`src/rtl/xlat_pkg.sv`:
```
package xlat_pkg;
   localparam int unsigned XL_VPN_W  = 20;
   localparam int unsigned XL_PFN_W  = 20;
   localparam int unsigned XL_ATTR_W = 12;
   localparam int unsigned XL_GBIT   = 8;

   typedef enum logic [1:0] {
      SLOT_SAME = 2'd0,
      SLOT_FREE = 2'd1,
      SLOT_RR   = 2'd2
   } slot_src_e;
endpackage

```
`src/rtl/xlat_entry.sv`:
```
module xlat_entry #(
   parameter int unsigned VPN_W  = 20,
   parameter int unsigned PFN_W  = 20,
   parameter int unsigned ATTR_W = 12,
   parameter int unsigned GBIT   = 8
) (
   input  logic              clk,
   input  logic              rst_n,
   input  logic [VPN_W-1:0]  lk_vpn,
   input  logic [VPN_W-1:0]  fill_vpn,
   input  logic [VPN_W-1:0]  inv_vpn,
   input  logic              inv_en,
   input  logic              flush_en,
   input  logic              wr_en,
   input  logic [PFN_W-1:0]  wr_pfn,
   input  logic [ATTR_W-1:0] wr_attr,
   output logic              valid_o,
   output logic              lk_match_o,
   output logic              fill_match_o,
   output logic [PFN_W-1:0]  pfn_o,
   output logic [ATTR_W-1:0] attr_o
);
   logic              valid_q;
   logic [VPN_W-1:0]  tag_q;
   logic [PFN_W-1:0]  pfn_q;
   logic [ATTR_W-1:0] attr_q;
   logic              inv_hit;
   logic              drop_local;

   assign inv_hit    = inv_en && (tag_q == inv_vpn);
   assign drop_local = flush_en && !attr_q[GBIT];

   always_ff @(posedge clk) begin
      if (!rst_n) begin
         valid_q <= 1'b0;
         tag_q   <= '0;
         pfn_q   <= '0;
         attr_q  <= '0;
      end else if (wr_en) begin
         valid_q <= 1'b1;
         tag_q   <= fill_vpn;
         pfn_q   <= wr_pfn;
         attr_q  <= wr_attr;
      end else if (drop_local || inv_hit) begin
         valid_q <= 1'b0;
      end
   end

   assign valid_o      = valid_q;
   assign lk_match_o   = valid_q && (tag_q == lk_vpn);
   assign fill_match_o = valid_q && (tag_q == fill_vpn);
   assign pfn_o        = pfn_q;
   assign attr_o       = attr_q;

   // a local entry does not outlive a flush
   a_r6_flush_drops_local: assert property (@(posedge clk) disable iff (!rst_n)
      (flush_en && !wr_en && !attr_q[GBIT]) |=> !valid_q);
   // a global entry survives a flush with contents intact
   a_r6_global_kept: assert property (@(posedge clk) disable iff (!rst_n)
      (flush_en && !wr_en && !inv_hit && valid_q && attr_q[GBIT])
         |=> (valid_q && $stable(tag_q) && $stable(pfn_q)));
   // invalidation removes a matching entry even when global
   a_r7_inv_clears: assert property (@(posedge clk) disable iff (!rst_n)
      (inv_en && !wr_en && valid_q && tag_q == inv_vpn) |=> !valid_q);
   // a write always lands, whatever else happens that cycle
   a_r8_write_lands: assert property (@(posedge clk) disable iff (!rst_n)
      wr_en |=> (valid_q && tag_q == $past(fill_vpn)));
endmodule

```
`src/rtl/xlat_victim.sv`:
```
module xlat_victim
   import xlat_pkg::*;
#(
   parameter int unsigned DEPTH = 8,
   localparam int unsigned IW = (DEPTH > 1) ? $clog2(DEPTH) : 1
) (
   input  logic             clk,
   input  logic             rst_n,
   input  logic             fill_en,
   input  logic [DEPTH-1:0] valid_vec,
   input  logic [DEPTH-1:0] fmatch_vec,
   output logic [DEPTH-1:0] wr_vec
);
   logic [IW-1:0] ptr_q;
   logic [IW-1:0] slot;
   slot_src_e     src;

   always_comb begin
      src  = SLOT_RR;
      slot = ptr_q;
      if (|fmatch_vec) begin
         src = SLOT_SAME;
         for (int i = DEPTH - 1; i >= 0; i--)
            if (fmatch_vec[i]) slot = IW'(i);
      end else if (!(&valid_vec)) begin
         src = SLOT_FREE;
         for (int i = DEPTH - 1; i >= 0; i--)
            if (!valid_vec[i]) slot = IW'(i);
      end
   end

   always_comb begin
      wr_vec = '0;
      if (fill_en) wr_vec[slot] = 1'b1;
   end

   generate
      if ((1 << IW) == DEPTH) begin : g_pow2_wrap
         always_ff @(posedge clk) begin
            if (!rst_n)                          ptr_q <= '0;
            else if (fill_en && src == SLOT_RR)  ptr_q <= ptr_q + 1'b1;
         end
      end else begin : g_cmp_wrap
         always_ff @(posedge clk) begin
            if (!rst_n)                          ptr_q <= '0;
            else if (fill_en && src == SLOT_RR)
               ptr_q <= (ptr_q == IW'(DEPTH - 1)) ? '0 : ptr_q + 1'b1;
         end
      end
   endgenerate

   // pointer steps by one, with wrap, only when it chose the slot
   a_r5_rr_step: assert property (@(posedge clk) disable iff (!rst_n)
      (fill_en && src == SLOT_RR) |=>
         (ptr_q == (($past(ptr_q) == IW'(DEPTH - 1)) ? '0 : $past(ptr_q) + 1'b1)));
   a_r5_rr_hold: assert property (@(posedge clk) disable iff (!rst_n)
      !(fill_en && src == SLOT_RR) |=> $stable(ptr_q));
   // exactly one slot written per refill, and only a free one when any is free
   a_r4_one_slot: assert property (@(posedge clk) disable iff (!rst_n)
      fill_en |-> ($countones(wr_vec) == 1));
   a_r4_free_first: assert property (@(posedge clk) disable iff (!rst_n)
      (fill_en && fmatch_vec == '0 && !(&valid_vec)) |-> ((wr_vec & valid_vec) == '0));
endmodule

```
`src/rtl/xlat_rdmux.sv`:
```
module xlat_rdmux #(
   parameter int unsigned N = 8,
   parameter int unsigned W = 32
) (
   input  logic [N-1:0]        sel,
   input  logic [N-1:0][W-1:0] din,
   output logic [W-1:0]        dout
);
   always_comb begin
      dout = '0;
      for (int i = 0; i < N; i++)
         dout = dout | (din[i] & {W{sel[i]}});
   end
endmodule

```
`src/rtl/xlat_cache.sv`:
```
module xlat_cache
   import xlat_pkg::*;
#(
   parameter int unsigned DEPTH  = 8,
   parameter int unsigned VPN_W  = XL_VPN_W,
   parameter int unsigned PFN_W  = XL_PFN_W,
   parameter int unsigned ATTR_W = XL_ATTR_W,
   parameter int unsigned GBIT   = XL_GBIT,
   localparam int unsigned DW    = PFN_W + ATTR_W
) (
   input  logic              clk,
   input  logic              rst_n,
   input  logic [VPN_W-1:0]  lk_vpn,
   output logic              lk_hit,
   output logic [PFN_W-1:0]  lk_pfn,
   output logic [ATTR_W-1:0] lk_attr,
   input  logic              fill_en,
   input  logic [VPN_W-1:0]  fill_vpn,
   input  logic [PFN_W-1:0]  fill_pfn,
   input  logic [ATTR_W-1:0] fill_attr,
   input  logic              inv_en,
   input  logic [VPN_W-1:0]  inv_vpn,
   input  logic              flush_en
);
   generate
      if (DEPTH < 2) begin : g_bad_depth
         $error("xlat_cache: DEPTH must be at least 2");
      end
      if (GBIT >= ATTR_W) begin : g_bad_gbit
         $error("xlat_cache: GBIT must lie inside the attribute field");
      end
   endgenerate

   logic [DEPTH-1:0]         valid_vec;
   logic [DEPTH-1:0]         hit_vec;
   logic [DEPTH-1:0]         fmatch_vec;
   logic [DEPTH-1:0]         wr_vec;
   logic [DEPTH-1:0][DW-1:0] data_arr;
   logic [DW-1:0]            data_sel;

   generate
      for (genvar g = 0; g < DEPTH; g++) begin : g_slot
         logic [PFN_W-1:0]  e_pfn;
         logic [ATTR_W-1:0] e_attr;
         xlat_entry #(
            .VPN_W(VPN_W), .PFN_W(PFN_W), .ATTR_W(ATTR_W), .GBIT(GBIT)
         ) u_ent (
            .clk          (clk),
            .rst_n        (rst_n),
            .lk_vpn       (lk_vpn),
            .fill_vpn     (fill_vpn),
            .inv_vpn      (inv_vpn),
            .inv_en       (inv_en),
            .flush_en     (flush_en),
            .wr_en        (wr_vec[g]),
            .wr_pfn       (fill_pfn),
            .wr_attr      (fill_attr),
            .valid_o      (valid_vec[g]),
            .lk_match_o   (hit_vec[g]),
            .fill_match_o (fmatch_vec[g]),
            .pfn_o        (e_pfn),
            .attr_o       (e_attr)
         );
         assign data_arr[g] = {e_pfn, e_attr};
      end
   endgenerate

   xlat_victim #(.DEPTH(DEPTH)) u_vict (
      .clk        (clk),
      .rst_n      (rst_n),
      .fill_en    (fill_en),
      .valid_vec  (valid_vec),
      .fmatch_vec (fmatch_vec),
      .wr_vec     (wr_vec)
   );

   xlat_rdmux #(.N(DEPTH), .W(DW)) u_mux (
      .sel  (hit_vec),
      .din  (data_arr),
      .dout (data_sel)
   );

   assign lk_hit  = |hit_vec;
   assign lk_pfn  = data_sel[DW-1:ATTR_W];
   assign lk_attr = data_sel[ATTR_W-1:0];

   // refill deduplication keeps every page in at most one slot
   a_r3_single_match: assert property (@(posedge clk) disable iff (!rst_n)
      $onehot0(hit_vec) && $onehot0(fmatch_vec));
   // a miss drives zero data
   a_r2_miss_zero: assert property (@(posedge clk) disable iff (!rst_n)
      !lk_hit |-> (lk_pfn == '0 && lk_attr == '0));
   // first cycle out of reset holds no valid entry
   a_r1_reset_empty: assert property (@(posedge clk)
      !rst_n |=> (valid_vec == '0));
endmodule

```
`config.mk`:
```
export PLATFORM = sky130hd
export DESIGN_NAME = xlat_cache
export DESIGN_NICKNAME = d
export VERILOG_FILES = /design/src/rtl/xlat_pkg.sv /design/src/rtl/xlat_entry.sv /design/src/rtl/xlat_victim.sv /design/src/rtl/xlat_rdmux.sv /design/src/rtl/xlat_cache.sv
export SDC_FILE = /design/constraint.sdc
export NUM_CORES = 1
export LEC_CHECK = 0
export BUFFER_PORTS_ARGS = -buffer_cell sky130_fd_sc_hd__buf_2
export CAP_MARGIN = 20
export CORE_MARGIN = 2
export CORE_UTILIZATION = 40
export DETAILED_ROUTE_END_ITERATION = 10
export GPL_TIMING_DRIVEN = 0
export SKIP_LAST_GASP = 1
export SLEW_MARGIN = 10
export SYNTH_ARGS = -nofsm -noshare
export SYNTH_HDL_FRONTEND = slang
export SYNTH_HIERARCHICAL = 1
export SYNTH_SLANG_ARGS = --single-unit
```
`constraint.sdc`:
```
create_clock -name clk -period 5.8 [get_ports clk]
set_input_delay 1.16 -clock clk [delete_from_list [all_inputs] [get_ports clk]]
set_output_delay 1.16 -clock clk [all_outputs]
set_load 0.01 [all_outputs]
```
## Word level (Yosys, flattened, before mapping)

Index checks and enable logic that the tools add are counted.

| storage, ports and cells | value |
|---|---|
| input bits | 97 |
| bits in read-only memories | 0 |
| memories kept | 0 |
| bits in latches | 0 |
| RAM bits | 0 |
| register bits | 427 |
| output and inout port bits | 33 |
| word-level logic and storage cells | 176 |

| cells by class | value |
|---|---|
| muxes and demuxes | 39 |
| equality and inequality tests | 25 |
| order comparisons | 2 |
| reduce and logical (&&, ||, !) cells | 61 |
| add/sub/neg operators | 1 |
| bitwise gates (word level) | 15 |
| $mul | 0 |
| div/mod/pow operators | 0 |
| shifts and indexed selects | 0 |

Operator list:

| kind | count |
|---|---|
| 20-bit equality test | 24 |
| 32-bit AND | 8 |
| 32-bit OR | 7 |
| 3-bit 2-to-1 mux | 18 |
| 1-bit logical AND | 34 |
| 1-bit 2-to-1 mux | 17 |
| 2-bit nonzero test | 8 |
| 8-bit OR reduction | 2 |
| 1-bit logical NOT | 8 |
| 1-bit logical OR | 8 |
| 8-bit 2-to-1 mux | 1 |
| 8-bit AND reduction | 1 |
| 3-bit by 4-bit less-than comparator with 1-bit output (second input constant) | 1 |
| 2-bit 2-to-1 mux | 2 |
| 3-bit by 1-bit adder with 3-bit output (second input constant) | 1 |
| 1-bit demux with 3-bit select | 1 |
| 3-bit by 1-bit >= comparator with 1-bit output (second input constant) | 1 |
| 2-bit equality test (second input constant) | 1 |

## Logic depth before layout (Yosys ltp)

Gate-level depths: netlist (run 1).

| depth | value |
|---|---|
| depth after elaboration | 17 |
| depth in mapped cells | 13 |
| gate-level depth less buffers | 11 |

## Modules after synthesis

Netlist (run 1), hierarchy kept.

By module, submodules not included:

| module | cells an instance | instances | sequential area each (um^2) | area each (um^2) |
|---|---|---|---|---|
| xlat_entry | 253 | 8 | 1,061.0 | 2,647.5 |
| xlat_rdmux | 184 | 1 | 0.0 | 1,318.8 |
| xlat_victim | 52 | 1 | 60.1 | 399.1 |
| xlat_cache | 3 | 1 | 0.0 | 16.3 |

## Least setup slack after synthesis (run 1)

Ideal clock, no wire load.

| timing | value |
|---|---|
| path kind | input -> output |
| from | input port lk_vpn[16] |
| to | output port lk_pfn[18] |
| cell stages on the path | 7 |
| path buffers | 1 |
| slack | 2.039 ns |
| arrival time | 2.601 ns |
| data required time | 4.640 ns |
| cell sequence | xor2_1 > nor4_1 > nand4_1 > nor4_2 > buf_6 > a22oi_1 > nand4_1 |

| on the way | value |
|---|---|
| longest elaborated chain between the ends | 10 |
| elaborated cells on any way between the ends | 31 |
| those cells by class | eq/ne: 8; bitwise: 15; reduce/logical: 8 |

RTL lines:

| what | RTL line | source |
|---|---|---|
| start, declared | xlat_cache.sv:13 | `input logic [VPN_W-1:0] lk_vpn,` |
| 20-bit equality test | xlat_entry.sv:50 | `assign lk_match_o = valid_q && (tag_q == lk_vpn);` |
| 1-bit logical AND | xlat_entry.sv:50 |  |
| named net hit_vec[0] | xlat_cache.sv:35 | `logic [DEPTH-1:0] hit_vec;` |
| 32-bit AND | xlat_rdmux.sv:12 | `dout = dout \| (din[i] & {W{sel[i]}});` |
| 32-bit OR (7 in a row) | xlat_rdmux.sv:12 |  |
| end, declared | xlat_cache.sv:15 | `output logic [PFN_W-1:0] lk_pfn,` |

The timed path passes the listed nets, and every way through them passes these cells.

## Worst setup path in the final report (run 1)

| timing | value |
|---|---|
| from | input port lk_vpn[16] |
| to | output port lk_attr[8] |

| on the way | value |
|---|---|
| elaborated cells on any way between the ends | 31 |
| those cells by class | eq/ne: 8; bitwise: 15; reduce/logical: 8 |

RTL lines:

| what | RTL line | source |
|---|---|---|
| 20-bit equality test | xlat_entry.sv:50 |  |
| 1-bit logical AND | xlat_entry.sv:50 |  |
| named net hit_vec[6] | xlat_cache.sv:35 |  |
| 32-bit AND | xlat_rdmux.sv:12 |  |
| 32-bit OR (2 in a row) | xlat_rdmux.sv:12 |  |
| end, declared | xlat_cache.sv:16 | `output logic [ATTR_W-1:0] lk_attr,` |

The timed path passes the listed nets, and every way through them passes these cells.

==> summary.txt, run 1 <==
Ports: 130
Critical Path RT: 4640 ps
Area of the core: 56500 sq um
Crit-path cells: buf_2 -> xor2_1 -> nor4_1 -> nand4_1 -> nor4_2 -> buf_2 -> a22oi_1 -> nand4_1 -> buf_2
Fmax: 191 MHz
Crit-path max cell delay: 930 ps
Critical R2R Launch: g_slot[4].u_ent/tag_q[5]$_SDFFE_PN0P_
Crit path kind: in2out
Syn Nets: 2361
Htree depth: 2
Layout cell share with drive strength beyond 1: 12.3%
Crit path launch type: primary input
Final hold vios: 0
Routability cong.: 0.946
Clk buf depth: 3
IO Port Bufs: 129
Dpl hpwl: 55200 microns
Clock Latency Late Sink: 610 ps
Ys flop type: dfxtp_1
Fin crit share: 90.2%
DIE AREA: 59200 sq um
Mux cell area share after synthesis: 18.2%
Post-synth EDFFs: 0
Commonest non-fill, non-tap cell in the layout: dfxtp_1
Nets: 2545
RR Endpoint: g_slot[5].u_ent/pfn_o[17]$_SDFFE_PN0P_
Max Slew Vio Count: 0
TritonCTS clock tree: built
CTS sink count: 427
DRT iter0 DRCs: 1385
Number of setup buffers added after CTS: 0
Setup crit start: lk_vpn[16]
Largest net degree at the start of global routing: 68
Netlist Area Pre-Place: 22900 sq um
Largest family of logic cells by synthesized area: XOR/XNOR gates
Initial antenna violation count: 5
Worst clock skew: 31.5 ps
CTS Buf Count: 49
Area grow syn2layout: 14.6%
Gr ovfl total: 0
CTS clk-pin slew, worst paths: 60 ps
Register bit total from synthesis: 427
Vias per cell: 5.65
Drt wl/cell: 25.4 microns
Ys async rst share: 0%
Number of global-route vias before repair: 18100
Synth Area in Adders: 0.0546%
Status: complete, no violations
Peak supply drop: 0.201 mV
Crit path capture: lk_attr[8]
Final WL: 82500 microns
Core Rows: 87
Chip Width: 243 microns
Leakage power: 0.00841 uW
Register area share after synthesis: 37.3%
Via count: 18300
Post-CTS resize count: 0
Slew headroom: 24.7%
Synth Area in Simple Gates: 18.0%
Slowest stage cell, crit path: nor4_2
Setup violations, final: 0
R2r worst-path depth: 12
GRT Util Overall: 27.2%
Ys Warns: 6
Hold crit path type: reg2reg
Initial Utilization: 40.6%
Mean Syn Cell Area: 10.1 sq um
DR pass1 iterations: 5
RSZ-0062 raised after global routing: no
Crit end category: output port
Max-Cap Viols: 0
Power per Cell Area: 264 nW/um^2
Max FO, Critical Path: 10
Die Height: 243 microns
CTS root buffer: clkbuf_16
WP data arrival: 4070 ps
Area fraction in compound gates after synthesis: 5.34%
Final Hold Slack: 518 ps
DRC viols: 0
Cells after Synth: 2263
Cts hold-fix bufs: 0
Reg2Reg Setup Slack: 1490 ps
Commonest non-fill, non-tap cells in the layout: dfxtp_1 (427), nor2b_1 (418), mux2i_1 (417)
First-pass GRT wire length: 120000 microns
Number of routed nets with antenna violations: 0
Fin Setup TNS: 0 ps
XOR/XNOR Fraction of Synth Area: 18.4%
Yosys cell types: 38
Tightest Pin Transition: 1120 ps
Crit-path most repeated cell: buf_2
Fin crit period: 5230 ps
-- state kept, by name, summed over array words and instances (netlist names) --
signal	count
g_slot.u_ent/attr_o	96
g_slot.u_ent/pfn_o	160
g_slot.u_ent/tag_q	160
g_slot.u_ent/valid_o	8
u_vict/ptr_q	3
-- worst max-delay path, delay by kind of cell --
kind	cells	cell delay [ps]
xor+xnor	1	130
buf+inv	3	1000
simple gates	4	1610
compound gates	1	170
-- synthesized netlist by cell type, types with 10 or more instances --
cell	number	area (sq um)
a21oi_1	10	50.1
a22oi_1	128	961
buf_2	58	290
clkbuf_1	40	150
dfxtp_1	427	8550
inv_1	11	41.3
mux2i_1	417	4170
nand3_1	24	120
nand4_1	115	719
nor2b_1	418	2620
nor4_1	43	269
nor4_2	16	200
xnor2_1	345	3020
xor2_1	137	1200
-- worst min-delay path by stage --
stage	slack (ps)	end	start	cells after the start
after detailed placement	510	g_slot[5].u_ent/attr_o[4]$_SDFFE_PN0P_	g_slot[5].u_ent/attr_o[4]$_SDFFE_PN0P_	2
after CTS	520	g_slot[0].u_ent/attr_o[7]$_SDFFE_PN0P_	g_slot[0].u_ent/attr_o[7]$_SDFFE_PN0P_	2
after floorplan	480	g_slot[1].u_ent/attr_o[0]$_SDFFE_PN0P_	g_slot[1].u_ent/attr_o[0]$_SDFFE_PN0P_	2
after global placement	490	g_slot[0].u_ent/pfn_o[11]$_SDFFE_PN0P_	g_slot[0].u_ent/pfn_o[11]$_SDFFE_PN0P_	2
final	520	g_slot[1].u_ent/pfn_o[7]$_SDFFE_PN0P_	g_slot[1].u_ent/pfn_o[7]$_SDFFE_PN0P_	2
after global routing	540	g_slot[7].u_ent/pfn_o[9]$_SDFFE_PN0P_	g_slot[7].u_ent/pfn_o[9]$_SDFFE_PN0P_	2
-- routing by layer --
metal / wire length [microns] / vias to the layer above / global-route usage [%]
li1: - / 8268 / -
met5: 32 / - / 0
met4: 4640 / 6 / 14.1
met2: 37400 / 779 / 44.0
met3: 5980 / 261 / 5.85
met1: 34500 / 9022 / 34.0
-- power by group --
group / total, uW / internal (uW) / switching (uW)
sequential: 3020 / 2980 / 47.1
clock: 3230 / 1920 / 1310
combinational: 674 / 260 / 414
-- per-stage QoR --
stage / instances / instance area, sq um / utilization, % / total power [uW] / setup slack (ps)
floorplan: 2263 / 22900 / - / 3430 / 2040
global placement: 3148 / 24500 / 43.4 / 3730 / 330
detailed placement: 3152 / 24600 / 43.5 / 3740 / 436
CTS: 3242 / 26300 / 46.5 / 6970 / 643
global route: 3243 / 26300 / 46.5 / 7140 / 541
finish: 3244 / 26300 / 46.5 / 6930 / 568
-- cells by family after synthesis --
kind of cell,count (synthesis)
AOI/OAI and AO/OA,165
xor gates and xnor gates,482
adders and majority gates,1
buffers and inverters,123
DFF,427
muxes,417
and+or+nand+nor,648
-- final cells by class --
type	count	area [sq um]
flip-flops and latches	427	8550
repair buffers	133	686
clock buffers	72	1450
clock inverters	18	228
fillers	5320	30200
plain buffers	112	568
well taps	756	946
diodes	2	5.00
inverters	11	41.3
multi-input cells	1713	13800
Power figures use the tool's default switching activity.
==> inputs of run 2 (changes only) <==
==> constraint.sdc (replaced) <==
create_clock -name clk -period 5.8 [get_ports clk]
set_input_delay 0.29 -clock clk [delete_from_list [all_inputs] [get_ports clk]]
set_output_delay 0.29 -clock clk [all_outputs]
set_load 0.01 [all_outputs]
==> summary.txt, run 2 (synthesis results as in run 1) <==
CTS clk-pin slew, worst paths: 60 ps (about the same)
Vias per cell: 5.64 (was 5.65)
Max Slew Vio Count: 0 (unchanged)
DR pass1 iterations: 5 (unchanged)
Peak supply drop: 0.201 mV (about the same)
Number of setup buffers added after CTS: 0 (unchanged)
Number of routed nets with antenna violations: 0 (unchanged)
Nets: 2545 (unchanged)
Drt wl/cell: 25.4 microns (about the same)
First-pass GRT wire length: 120000 microns (about the same)
Area of the core: 56500 sq um (unchanged)
Critical R2R Launch: g_slot[4].u_ent/tag_q[5]$_SDFFE_PN0P_ (unchanged)
CTS Buf Count: 49 (unchanged)
Ports: 130 (unchanged)
Max FO, Critical Path: 10 (unchanged)
Setup crit start: g_slot[4].u_ent/tag_q[5]$_SDFFE_PN0P_ (was lk_vpn[16])
Tightest Pin Transition: 1130 ps (was 1120 ps)
IO Port Bufs: 129 (unchanged)
Number of global-route vias before repair: 18100 (about the same)
Critical Path RT: 6300 ps (was 4640 ps)
Power per Cell Area: 264 nW/um^2 (about the same)
Final Hold Slack: 63.6 ps (was 518 ps)
Final hold vios: 0 (unchanged)
Layout cell share with drive strength beyond 1: 12.3% (unchanged)
Launch point of the worst hold path: fill_pfn[9] (was g_slot[1].u_ent/pfn_o[7]$_SDFFE_PN0P_)
Worst clock skew: 30.1 ps (was 31.5 ps)
Layout fillers: 5320 (unchanged)
Fmax: 237 MHz (was 191 MHz)
Max-Cap Viols: 0 (unchanged)
Largest net degree at the start of global routing: 68 (unchanged)
Commonest non-fill, non-tap cells in the layout: dfxtp_1 (427), nor2b_1 (418), mux2i_1 (417) (unchanged)
Gr ovfl total: 0 (unchanged)
GRT Util Overall: 27.2% (about the same)
Cts hold-fix bufs: 0 (unchanged)
Crit path kind: reg2reg (was in2out)
Chip Width: 243 microns (unchanged)
CTS sink count: 427 (unchanged)
DRC viols: 0 (unchanged)
Crit path launch type: register (was primary input)
DIE AREA: 59200 sq um (unchanged)
CTS root buffer: clkbuf_16 (unchanged)
Leakage power: 0.00841 uW (unchanged)
Initial antenna violation count: 5 (unchanged)
Commonest non-fill, non-tap cell in the layout: dfxtp_1 (unchanged)
Clock Latency Late Sink: 610 ps (about the same)
WP data arrival: 4720 ps (was 4070 ps)
Core Rows: 87 (unchanged)
Hold crit path type: in2reg (was reg2reg)
Fin Setup TNS: 0 ps (unchanged)
Die Height: 243 microns (unchanged)
Dpl hpwl: 55200 microns (unchanged)
Fin crit share: 72.8% (was 90.2%)
Routability cong.: 0.946 (unchanged)
Status: complete, no violations (unchanged)
TritonCTS clock tree: built (unchanged)
RSZ-0062 raised after global routing: no (unchanged)
Slew headroom: 24.1% (was 24.7%)
Clk buf depth: 3 (unchanged)
DRT iter0 DRCs: 1391 (was 1385)
Via count: 18300 (about the same)
Fin crit period: 4220 ps (was 5230 ps)
Area grow syn2layout: 14.6% (unchanged)
Htree depth: 2 (unchanged)
Final WL: 82500 microns (about the same)
Crit end category: register (was output port)
Initial Utilization: 40.6% (unchanged)
Setup violations, final: 0 (unchanged)
Post-CTS resize count: 0 (unchanged)
[run 2: path summary, 6_finish.rpt]
kind         cells past startpoint  slack, ps                                endpoint
min                              3         60   g_slot[5].u_ent/pfn_o[9]$_SDFFE_PN0P_
max                             12       1580  g_slot[5].u_ent/pfn_o[17]$_SDFFE_PN0P_
min reg2reg                      2        520   g_slot[1].u_ent/pfn_o[7]$_SDFFE_PN0P_
max reg2reg                     12       1580  g_slot[5].u_ent/pfn_o[17]$_SDFFE_PN0P_
[run 2: layout make-up]
| class | count | area (sq um) | area share (%) |
|---|---|---|---|
| antenna | 2 | 5.00 | 0.0191 |
| buffer | 112 | 568 | 2.16 |
| clock buffer | 72 | 1450 | 5.53 |
| clock inverter | 18 | 228 | 0.867 |
| inverter | 11 | 41.3 | 0.157 |
| multi-input combinational | 1713 | 13800 | 52.5 |
| sequential | 427 | 8550 | 32.5 |
| tap | 756 | 946 | 3.60 |
| timing repair buffer | 133 | 686 | 2.61 |
[run 2: power by group]
part           internal, uW  total (uW)  leakage, uW  switching (uW)
combinational           261         674      0.00413             413
clock                  1920        3230     0.000824            1310
sequential             2980        3020      0.00345            46.9
total                  5160        6930      0.00841            1770
[run 2: critical path: stages (launching register included)]
cell and delay (ps):
dfxtp_1 370, xor2_1 180, nor4_1 390, nand4_1 160, nor4_2 790, or4_4 300, a2111oi_4 60, a221o_1 390
nor3_1 200, buf_2 420, buf_2 490, mux2i_1 260, nor2b_1 60
[run 2: stage by stage]
stage | setup WS [ps] | instance area (sq um) | total power [uW] | instances | util, %
after global routing | 1410 | 26300 | 7140 | 3243 | 46.5
final | 1580 | 26300 | 6930 | 3244 | 46.5
after CTS | 1670 | 26300 | 6970 | 3242 | 46.5
after global placement | 1370 | 24500 | 3730 | 3148 | 43.4
after floorplan | 2900 | 22900 | 3430 | 2263 | -
after detailed placement | 1310 | 24600 | 3740 | 3152 | 43.5
[run 2: per-layer routing]
layer  GRT usage, %  wire length (microns)
met1           33.9                  34200
met3           5.88                   6180
met5              0                     32
met4           13.9                   4680
met2           44.0                  37400
==> inputs of run 3 (changes only) <==
clock period = 3.8 ns   (was 5.8 ns; I/O delays follow)
==> summary.txt, run 3 (synthesis results as in run 1) <==
Power per Cell Area: 396 nW/um^2 (was 264 nW/um^2)
Max-Cap Viols: 0 (unchanged)
First-pass GRT wire length: 120000 microns (about the same)
CTS sink count: 427 (unchanged)
Largest net degree at the start of global routing: 68 (unchanged)
Fin crit period: 3700 ps (was 4220 ps)
CTS clk-pin slew, worst paths: 60 ps (about the same)
Nets: 2581 (was 2545)
Leakage power: 0.00865 uW (was 0.00841 uW)
Setup violations, final: 0 (unchanged)
Routability cong.: 0.946 (unchanged)
Fin Setup TNS: 0 ps (unchanged)
IO Port Bufs: 129 (unchanged)
Crit path kind: reg2reg (unchanged)
Final WL: 82800 microns (was 82500 microns)
Non-Filler Cell Area, Final: 26800 sq um (was 26300 sq um)
Clk buf depth: 3 (unchanged)
Critical Path RT: 4300 ps (was 6300 ps)
DR pass1 iterations: 5 (unchanged)
Ports: 130 (unchanged)
Die Height: 243 microns (unchanged)
Worst clock skew: 32.2 ps (was 30.1 ps)
Final core occ: 47.4% (was 46.5%)
RSZ-0062 raised after global routing: yes (was no)
Area of the core: 56500 sq um (unchanged)
Drt wl/cell: 25.2 microns (was 25.4 microns)
Number of global-route vias before repair: 18300 (was 18100)
Cells after DPL: 3152 (unchanged)
Placed cell areas: 24600 sq um (unchanged)
Commonest non-fill, non-tap cells in the layout: dfxtp_1 (426), nor2b_1 (418), mux2i_1 (417) (was dfxtp_1 (427), nor2b_1 (418), mux2i_1 (417))
Hold Path Depth: 4 (was 3)
WP data arrival: 4200 ps (was 4720 ps)
Crit end category: register (unchanged)
Core Rows: 87 (unchanged)
Layout cell share with drive strength beyond 1: 12.4% (was 12.3%)
CTS Buf Count: 49 (unchanged)
Setup crit start: g_slot[5].u_ent/tag_q[15]$_SDFFE_PN0P_ (was g_slot[4].u_ent/tag_q[5]$_SDFFE_PN0P_)
Max Slew Vio Count: 0 (unchanged)
Tightest Pin Transition: 1160 ps (was 1130 ps)
Initial Utilization: 40.6% (unchanged)
Peak supply drop: 0.308 mV (was 0.201 mV)
R2r worst-path depth: 14 (was 12)
Fin crit share: 97.4% (was 72.8%)
Hold crit path type: in2reg (unchanged)
Clock Latency Late Sink: 610 ps (about the same)
Area grow syn2layout: 16.8% (was 14.6%)
Status: complete, no violations (unchanged)
DRT iter0 DRCs: 1356 (was 1391)
DIE AREA: 59200 sq um (unchanged)
Launch point of the worst hold path: fill_en (was fill_pfn[9])
Layout fillers: 5279 (was 5320)
Vias per cell: 5.60 (was 5.64)
Fin cells: 3281 (was 3244)
TritonCTS clock tree: built (unchanged)
Final Hold Slack: 53.7 ps (was 63.6 ps)
Max FO, Critical Path: 10 (unchanged)
Commonest non-fill, non-tap cell in the layout: dfxtp_1 (unchanged)
Via count: 18400 (was 18300)
Initial antenna violation count: 3 (was 5)
Final hold vios: 0 (unchanged)
Fmax: 270 MHz (was 237 MHz)
Htree depth: 2 (unchanged)
Chip Width: 243 microns (unchanged)
Slew headroom: 21.8% (was 24.1%)
DRC viols: 0 (unchanged)
CTS root buffer: clkbuf_16 (unchanged)
Crit path launch type: register (unchanged)
Critical R2R Launch: g_slot[5].u_ent/tag_q[15]$_SDFFE_PN0P_ (was g_slot[4].u_ent/tag_q[5]$_SDFFE_PN0P_)
Gr ovfl total: 0 (unchanged)
GRT Util Overall: 27.3% (was 27.2%)
Number of routed nets with antenna violations: 0 (unchanged)
Dpl hpwl: 55200 microns (unchanged)
-- run 3: area by class of cell --
class                      instances  area [sq um]  share of cell area (%)
clock buffer                      72          1450                    5.43
inverter                          11          41.3                   0.154
antenna                            3          7.51                  0.0281
clock inverter                    18           228                   0.851
tap                              756           946                    3.53
buffer                           112           636                    2.37
sequential                       427          8550                    31.9
timing repair buffer             169          1040                    3.87
multi-input combinational       1713         13900                    51.8
-- run 3: layer usage --
layer / global-route usage [%] / up-vias / share of wire (%)
met5: 0 / - / 0.016
met4: 13.6 / 2 / 5.5
met3: 5.93 / 254 / 7.5
met2: 44.5 / 795 / 46
met1: 34.0 / 8992 / 41
li1: - / 8342 / -
-- run 3: timing repair --
| item | 4_1_cts | 5_1_grt |
|---|---|---|
| hold endpoints to repair | 237 | 0 |
| hold buffers | 32 | 0 |
| buffers inserted | 0 | 4 |
| pin swaps | 0 | 4 |
| endpoints found under the setup margin | 278 | 303 |
| resized for setup | 10 | 29 |
-- run 3: worst max-delay path, cell delays in order (launching register included) --
cell      delay [ps]
dfxtp_1          530
xor2_1           120
nor4_1           380
nand3_1          190
nor4_4           240
buf_4            200
inv_1             50
a21oi_1          140
o21bai_1         110
a221o_1          380
nor3_1           220
clkbuf_4         350
buf_4            340
mux2i_1          240
nor2b_1           60
-- run 3: power breakdown --
part | internal, uW | switching (uW) | total (uW) | leakage, uW
Clock | 2930 | 2000 | 4930 | 0.000824
Combinational | 422 | 641 | 1060 | 0.00438
Sequential | 4540 | 71.8 | 4620 | 0.00345
-- run 3: stage by stage --
step	total power (uW)	setup slack, ps
floorplan	5230	901
global placement	5700	-534
detailed placement	5710	-594
CTS	10700	1.00
global route	10900	-21.5
finish	10600	97.6
-- run 3: path summary, 6_finish.rpt --
path | slack [ps] | endpoint
hold / removal | 50 | u_vict/ptr_q[2]$_SDFFE_PN0P_
hold reg to reg | 520 | g_slot[1].u_ent/pfn_o[7]$_SDFFE_PN0P_
setup reg to reg | 100 | g_slot[5].u_ent/pfn_o[17]$_SDFFE_PN0P_
setup / recovery | 100 | g_slot[5].u_ent/pfn_o[17]$_SDFFE_PN0P_
